## config.mk

```make
export PLATFORM = sky130hd
export DESIGN_NAME = i2c_strap_slave
export DESIGN_NICKNAME = d
export VERILOG_FILES = /design/src/rtl/i2c_strap_pkg.sv /design/src/rtl/i2c_sync.sv /design/src/rtl/i2c_strap_classify.sv /design/src/rtl/i2c_strap_slave.sv
export SDC_FILE = /design/constraint.sdc
export NUM_CORES = 1
export LEC_CHECK = 0
export ABC_AREA = 1
export CAP_MARGIN = 20
export CORE_MARGIN = 8
export CORE_UTILIZATION = 40
export CTS_BUF_LIST = sky130_fd_sc_hd__clkbuf_4
export DETAILED_ROUTE_END_ITERATION = 6
export DONT_BUFFER_PORTS = 1
export PLACE_DENSITY = 0.65
export SLEW_MARGIN = 10
export SYNTH_ARGS = -nofsm -noshare
export SYNTH_HDL_FRONTEND = slang
export SYNTH_SLANG_ARGS = --single-unit
export TNS_END_PERCENT = 20
```

## constraint.sdc

```tcl
create_clock -name clk -period 4.9 [get_ports clk]
set_input_delay 0.98 -clock clk [delete_from_list [all_inputs] [get_ports clk]]
set_output_delay 0.98 -clock clk [all_outputs]
set_load 0.05 [all_outputs]
```

## src/rtl/i2c_strap_pkg.sv

```systemverilog
`timescale 1ns/1ps
package i2c_strap_pkg;
  typedef enum logic [1:0] {
    STRAP_GND = 2'd0,
    STRAP_VCC = 2'd1,
    STRAP_SDA = 2'd2,
    STRAP_SCL = 2'd3
  } strap_e;

  typedef enum logic [2:0] {
    PH_IDLE, PH_ADDR, PH_REGA, PH_WDAT, PH_RDAT
  } phase_e;

  localparam logic [6:0] ADDR_BASE = 7'b0111000;

  function automatic logic [6:0] slave_addr(input strap_e c);
    return ADDR_BASE | {4'b0000, c, 1'b0};
  endfunction
endpackage

```

## src/rtl/i2c_sync.sv

```systemverilog
`timescale 1ns/1ps
module i2c_sync #(
  parameter int W = 3,
  parameter int STAGES = 2,
  parameter logic [W-1:0] RST_VAL = '1
) (
  input  logic         clk,
  input  logic         rst_n,
  input  logic [W-1:0] d,
  output logic [W-1:0] q
);
  localparam int CW = W * STAGES;
  logic [CW-1:0] chain;

  always_ff @(posedge clk or negedge rst_n) begin
    if (!rst_n) chain <= {STAGES{RST_VAL}};
    else        chain <= {chain[CW-W-1:0], d};
  end

  assign q = chain[CW-1 -: W];
endmodule

```

## src/rtl/i2c_strap_classify.sv

```systemverilog
`timescale 1ns/1ps
module i2c_strap_classify
  import i2c_strap_pkg::*;
(
  input  logic   clk,
  input  logic   rst_n,
  input  logic   track,
  input  logic   decide,
  input  logic   strap_s,
  input  logic   sda_s,
  input  logic   scl_s,
  output logic   valid,
  output strap_e cls,
  output logic   locked
);
  logic   seen0_q, seen1_q, dsda_q, dscl_q, lock_q;
  strap_e lcls_q;
  logic   seen0_n, seen1_n, dsda_n, dscl_n, cand_v;
  strap_e cand_c;

  always_comb begin
    seen0_n = seen0_q | (track & ~strap_s);
    seen1_n = seen1_q | (track & strap_s);
    dsda_n  = dsda_q  | (track & (strap_s ^ sda_s));
    dscl_n  = dscl_q  | (track & (strap_s ^ scl_s));
    cand_v  = 1'b1;
    cand_c  = STRAP_GND;
    if (!seen1_n)      cand_c = STRAP_GND;
    else if (!seen0_n) cand_c = STRAP_VCC;
    else if (!dsda_n)  cand_c = STRAP_SDA;
    else if (!dscl_n)  cand_c = STRAP_SCL;
    else               cand_v = 1'b0;
  end

  always_ff @(posedge clk or negedge rst_n) begin
    if (!rst_n) begin
      seen0_q <= 1'b0;
      seen1_q <= 1'b0;
      dsda_q  <= 1'b0;
      dscl_q  <= 1'b0;
      lock_q  <= 1'b0;
      lcls_q  <= STRAP_GND;
    end else begin
      if (track) begin
        seen0_q <= seen0_n;
        seen1_q <= seen1_n;
        dsda_q  <= dsda_n;
        dscl_q  <= dscl_n;
      end
      if (decide && !lock_q && cand_v) begin
        lock_q <= 1'b1;
        lcls_q <= cand_c;
      end
    end
  end

  assign valid  = lock_q | cand_v;
  assign cls    = lock_q ? lcls_q : cand_c;
  assign locked = lock_q;
endmodule

```

## src/rtl/i2c_strap_slave.sv

```systemverilog
`timescale 1ns/1ps
module i2c_strap_slave
  import i2c_strap_pkg::*;
#(
  parameter int SYNC_STAGES = 2,
  parameter int REG_AW = 8
) (
  input  logic              clk,
  input  logic              rst_n,
  input  logic              scl_i,
  input  logic              sda_i,
  input  logic              strap_i,
  output logic              sda_oe,
  output logic [REG_AW-1:0] reg_addr,
  output logic              reg_we,
  output logic [7:0]        reg_wdata,
  input  logic [7:0]        reg_rdata
);
  localparam logic [3:0] ACK_SLOT = 4'd8;
  localparam logic [3:0] LAST_BIT = 4'd7;

  // reset: asynchronous assert, synchronous release
  logic [1:0] rst_pipe;
  logic       rst_n_sync;
  always_ff @(posedge clk or negedge rst_n) begin
    if (!rst_n) rst_pipe <= 2'b00;
    else        rst_pipe <= {rst_pipe[0], 1'b1};
  end
  assign rst_n_sync = rst_pipe[1];

  logic [2:0] pins_s;
  logic       scl_s, sda_s, strap_s, scl_q, sda_q;

  i2c_sync #(.W(3), .STAGES(SYNC_STAGES), .RST_VAL(3'b111)) u_sync (
    .clk(clk), .rst_n(rst_n_sync), .d({scl_i, sda_i, strap_i}), .q(pins_s)
  );
  assign {scl_s, sda_s, strap_s} = pins_s;

  logic scl_rise, scl_fall, start_c, stop_c;
  assign scl_rise = scl_s & ~scl_q;
  assign scl_fall = ~scl_s & scl_q;
  assign start_c  = scl_s & scl_q & sda_q & ~sda_s;
  assign stop_c   = scl_s & scl_q & ~sda_q & sda_s;

  phase_e            phase_q, phase_n, after_q, after_n, next_ph;
  logic [3:0]        bit_q, bit_n;
  logic              ackph_q, ackph_n, mnack_q, mnack_n, oe_q, oe_n, we_q, we_n;
  logic [7:0]        sh_q, sh_n, wd_q, wd_n, byte_in;
  logic [REG_AW-1:0] ptr_q, ptr_n;
  logic              decide, st_valid, st_locked, track;
  strap_e            st_cls;

  assign track = start_c | (phase_q != PH_IDLE);

  i2c_strap_classify u_cls (
    .clk(clk), .rst_n(rst_n_sync), .track(track), .decide(decide),
    .strap_s(strap_s), .sda_s(sda_s), .scl_s(scl_s),
    .valid(st_valid), .cls(st_cls), .locked(st_locked)
  );

  assign byte_in = {sh_q[6:0], sda_s};

  always_comb begin
    phase_n = phase_q;
    after_n = after_q;
    bit_n   = bit_q;
    ackph_n = ackph_q;
    mnack_n = mnack_q;
    oe_n    = oe_q;
    sh_n    = sh_q;
    wd_n    = wd_q;
    ptr_n   = ptr_q;
    we_n    = 1'b0;
    decide  = 1'b0;
    next_ph = after_q;
    if (we_q) ptr_n = ptr_q + 1'b1;
    if (stop_c || start_c) begin
      phase_n = stop_c ? PH_IDLE : PH_ADDR;
      oe_n    = 1'b0;
      bit_n   = '0;
      ackph_n = 1'b0;
    end else if (phase_q != PH_IDLE) begin
      if (scl_rise) begin
        if (bit_q != ACK_SLOT) begin
          bit_n = bit_q + 1'b1;
          if (phase_q != PH_RDAT) begin
            sh_n = byte_in;
            if (bit_q == LAST_BIT) begin
              case (phase_q)
                PH_ADDR: begin
                  decide = 1'b1;
                  if (st_valid && byte_in[7:1] == slave_addr(st_cls))
                    after_n = byte_in[0] ? PH_RDAT : PH_REGA;
                  else begin
                    phase_n = PH_IDLE;
                    bit_n   = '0;
                  end
                end
                PH_REGA: begin
                  ptr_n   = byte_in[REG_AW-1:0];
                  after_n = PH_WDAT;
                end
                default: begin
                  we_n    = 1'b1;
                  wd_n    = byte_in;
                  after_n = PH_WDAT;
                end
              endcase
            end
          end
        end else if (ackph_q) begin
          mnack_n = sda_s;
        end
      end else if (scl_fall) begin
        if (bit_q == ACK_SLOT && !ackph_q) begin
          ackph_n = 1'b1;
          oe_n    = (phase_q != PH_RDAT);
        end else if (ackph_q) begin
          ackph_n = 1'b0;
          bit_n   = '0;
          oe_n    = 1'b0;
          if (phase_q == PH_RDAT) next_ph = mnack_q ? PH_IDLE : PH_RDAT;
          phase_n = next_ph;
          if (next_ph == PH_RDAT) begin
            sh_n  = reg_rdata;
            oe_n  = ~reg_rdata[7];
            ptr_n = ptr_q + 1'b1;
          end
        end else if (phase_q == PH_RDAT && bit_q != '0) begin
          sh_n = {sh_q[6:0], 1'b0};
          oe_n = ~sh_q[6];
        end
      end
    end
  end

  always_ff @(posedge clk or negedge rst_n_sync) begin
    if (!rst_n_sync) begin
      scl_q   <= 1'b1;
      sda_q   <= 1'b1;
      phase_q <= PH_IDLE;
      after_q <= PH_IDLE;
      bit_q   <= '0;
      ackph_q <= 1'b0;
      mnack_q <= 1'b1;
      oe_q    <= 1'b0;
      sh_q    <= '0;
      wd_q    <= '0;
      ptr_q   <= '0;
      we_q    <= 1'b0;
    end else begin
      scl_q   <= scl_s;
      sda_q   <= sda_s;
      phase_q <= phase_n;
      after_q <= after_n;
      bit_q   <= bit_n;
      ackph_q <= ackph_n;
      mnack_q <= mnack_n;
      oe_q    <= oe_n;
      sh_q    <= sh_n;
      wd_q    <= wd_n;
      ptr_q   <= ptr_n;
      we_q    <= we_n;
    end
  end

  assign sda_oe    = oe_q;
  assign reg_addr  = ptr_q;
  assign reg_we    = we_q;
  assign reg_wdata = wd_q;
endmodule

```

==> flow_summary.json <==
{
  "area_growth_pct": 6.26,
  "fin_crit_ns": 2.57,
  "cts_tree": "done",
  "r2r_cells": 10,
  "cts_setup_buffers": 0,
  "clockRootBuffer": "clkbuf_4",
  "tightestPinTransition_ns": 0.784,
  "worstSetupEndpoint": "reg_wdata[0]",
  "hp-class": "in2async",
  "ios": 31,
  "finalMaxSlewViolations": 0,
  "routabilityCongestion": 0.846,
  "crit_required_ns": 5.18,
  "worstPathMaxFanout": 19,
  "setup_violations": 0,
  "syn_nets": 369,
  "rows": 31,
  "start_util_pct": 40.6,
  "clk_pin_slew_worst_paths_ns": 0.16,
  "antenna_found_initial": 1,
  "grt_pass1_wl_um": 10700,
  "cp_cell_sequence": "ha_1 > clkinv_1 > nor2_4 > inv_2 > nor4_4 > inv_2 > nor2_2 > nand2_2 > nand2_1 > o21ai_2",
  "cp_slowest_cell": "dfstp_2",
  "finalSetupTns_ns": 0,
  "insertion_delay_ns": 0.38,
  "post_drt_wl_per_cell_um": 13.4,
  "crit_top_cell": "inv_2",
  "cpLargestDelayFamily": "simple AND/OR/NAND/NOR gates",
  "violations": "DRC",
  "path_class": "reg2reg",
  "rrSetupSlack_ns": 2.33,
  "p_leak_nw": 1.45,
  "startpoint_type": "register",
  "nFillCells": 730,
  "critPathMaxStageDelay_ns": 0.60,
  "synth_area_per_cell_um2": 8.29,
  "vdd_drop_max_v": 0.000278,
  "core_um2": 7140,
  "r2r_start": "u_sync.chain[5]",
  "grt_max_degree": 53,
  "r2r-end": "reg_wdata[0]",
  "drive_gt1_share_pct": 12.8,
  "cp_num_buf_inv": 3,
  "ant_nets": 0,
  "die_width_um": 101,
  "nets": 370,
  "port_buffers": 0,
  "end_kind": "register",
  "netlist_area_um2": 2900,
  "yosysUniqueCellTypes": 39,
  "cts_hold_buffers": 0,
  "crit_cells": 10,
  "ys_seq_area_share_pct": 47.0,
  "fmax_mhz": 389,
  "stdcell_area_um2": 3080,
  "drcViolationCount": 2,
  "die-area_um2": 10200,
  "overflow": 0,
  "synthCells": 350,
  "first_global_vias": 2187,
  "slew_headroom_pct": 47.8,
  "fin_crit_sh_pct": 52.4,
  "cp.arrival_ns": 2.85,
  "finClkSkew_ns": 0.0154,
  "synth_seq_cells": 54,
  "grt.total_usage_pct": 13.1,
  "vias": 2253,
  "rsz0062_at_grt": "false",
  "clockBufferDepth": 2,
  "cts_resized": 0,
  "die_h_um": 101,
  "cts.sinks": 54,
  "via_per_inst": 4.98,
  "hold_violations": 0,
  "drt_iter0_markers": 127,
  "postPlaceCellArea_um2": 2990,
  "powerDensity_nw_per_um2": 414,
  "cts_buffers": 5,
  "crit_path_start": "u_sync.chain[5]",
  "outcome": "finished with violations",
  "h-tree-depth": 2,
  "final_util_pct": 43.2,
  "wl_um": 6050,
  "fin_ws_ns": 2.33,
  "place_hpwl_um": 4690,
  "post-place-ws_ns": 2.36,
  "yosys_warnings": 0,
  "firstDrtPassIters": 7,
  "drv_cap": 0
}
==> report_power, final <==
part / total (W) / internal (W) / switching, W
combinational: 0.000315 / 0.0000998 / 0.000215
sequential: 0.000706 / 0.000519 / 0.000186
clock: 0.000256 / 0.000110 / 0.000146
==> metal layers <==
metal | track usage (%) | vias up | share of wire, %
li1 | - | 1151 | -
met1 | 16.9 | 1027 | 45
met2 | 19.6 | 59 | 46
met3 | 3.71 | 16 | 6.4
met4 | 6.64 | 0 | 3.0
met5 | 0 | - | 0
==> stage by stage <==
stage,std cells,hold WS (ns),total power [W]
6_report,452,0.283,0.00128
5_1_grt,452,0.242,0.00137
4_1_cts,451,0.265,0.00129
3_5_place_dp,443,0.336,0.00103
3_3_place_gp,443,0.337,0.00102
2_1_floorplan,350,0.331,0.000944
==> sequential cells by signal, summed over array words and instances, names as in the netlist, 2 cells and up <==
name and flops:
rst_pipe 2, u_sync.chain 6, u_cls.lcls_q 2, sh_q 7
phase_q 3, bit_q 4, after_q 3, reg_addr 8
reg_wdata 8
==> worst min path at each step <==
stage,from,to,cells past startpoint
after floorplan,rst_pipe[0],rst_pipe[1],0
after global placement,rst_pipe[0],rst_pipe[1],0
after detailed placement,rst_pipe[0],rst_pipe[1],0
after CTS,rst_n,rst_pipe[1],0
after global routing,rst_n,rst_pipe[1],0
final,rst_n,rst_pipe[1],0
==> logic make-up (layout without fill, tap and decap cells) <==
family	count (synthesis)	after routing	share of synthesized area, %
AO/OA/AOI/OAI	69	69	14.9
XOR/XNOR	11	11	3.32
adder cells (fa/ha/maj)	6	6	2.59
buffers and inverters	58	60	7.94
flip-flops	54	54	47.0
multiplexers	2	2	0.690
other	1	2	0.129
AND/OR/NAND/NOR	149	149	23.5
==> cells in the final DEF (no fill, tap or decap), drive strengths merged, types with 2 or more instances in the layout <==
| master | instances |
|---|---|
| nand2 | 82 |
| inv | 51 |
| o21ai | 46 |
| dfrtp | 45 |
| nand3 | 29 |
| nor2 | 27 |
| xor2 | 9 |
| dfstp | 9 |
| o211ai | 6 |
| ha | 6 |
| nor3 | 5 |
| a21oi | 5 |
| clkbuf | 5 |
| nand4 | 4 |
| o221ai | 3 |
| xnor2 | 2 |
| o22ai | 2 |
| mux2i | 2 |
| clkinv | 2 |
==> worst reg2reg max path, cell delays in order, from the launching register on <==
cell	delay [ns]
dfstp_2	0.60
ha_1	0.25
clkinv_1	0.46
nor2_4	0.30
inv_2	0.08
nor4_4	0.20
inv_2	0.06
nor2_2	0.09
nand2_2	0.23
nand2_1	0.17
o21ai_2	0.06
==> Yosys cell counts, drive strengths merged <==
| cell type | n | area (µm²) |
|---|---|---|
| nand2 | 82 | 318 |
| inv | 50 | 188 |
| o21ai | 46 | 260 |
| dfrtp | 45 | 1130 |
| nand3 | 29 | 155 |
| nor2 | 27 | 129 |
| dfstp | 9 | 236 |
| xor2 | 9 | 78.8 |
| ha | 6 | 75.1 |
| o211ai | 6 | 45.0 |
| a21oi | 5 | 25.0 |
| nor3 | 5 | 25.0 |
| clkbuf | 4 | 15.0 |
| nand4 | 4 | 25.0 |
| buf | 3 | 23.8 |
| o221ai | 3 | 26.3 |
| mux2i | 2 | 20.0 |
| o22ai | 2 | 12.5 |
| xnor2 | 2 | 17.5 |
| a211oi | 1 | 12.5 |
| a221oi | 1 | 8.76 |
| a31oi | 1 | 6.26 |
| a32o | 1 | 10.0 |
| clkinv | 1 | 3.75 |
| conb | 1 | 3.75 |
| nor4 | 1 | 21.3 |
| o2111ai | 1 | 8.76 |
| o31ai | 1 | 7.51 |
| o32ai | 1 | 8.76 |
| or4 | 1 | 7.51 |
==> area by class of cell <==
type	instances	area (µm²)	area share, %
sequential	54	1360	44.3
multi-input combinational	238	1310	42.4
inverter	51	191	6.21
tap	99	124	4.02
clock inverter	3	47.5	1.54
clock buffer	5	37.5	1.22
timing repair buffer	1	7.51	0.244
antenna	1	2.50	0.0812
Power figures use the tool's default switching activity.
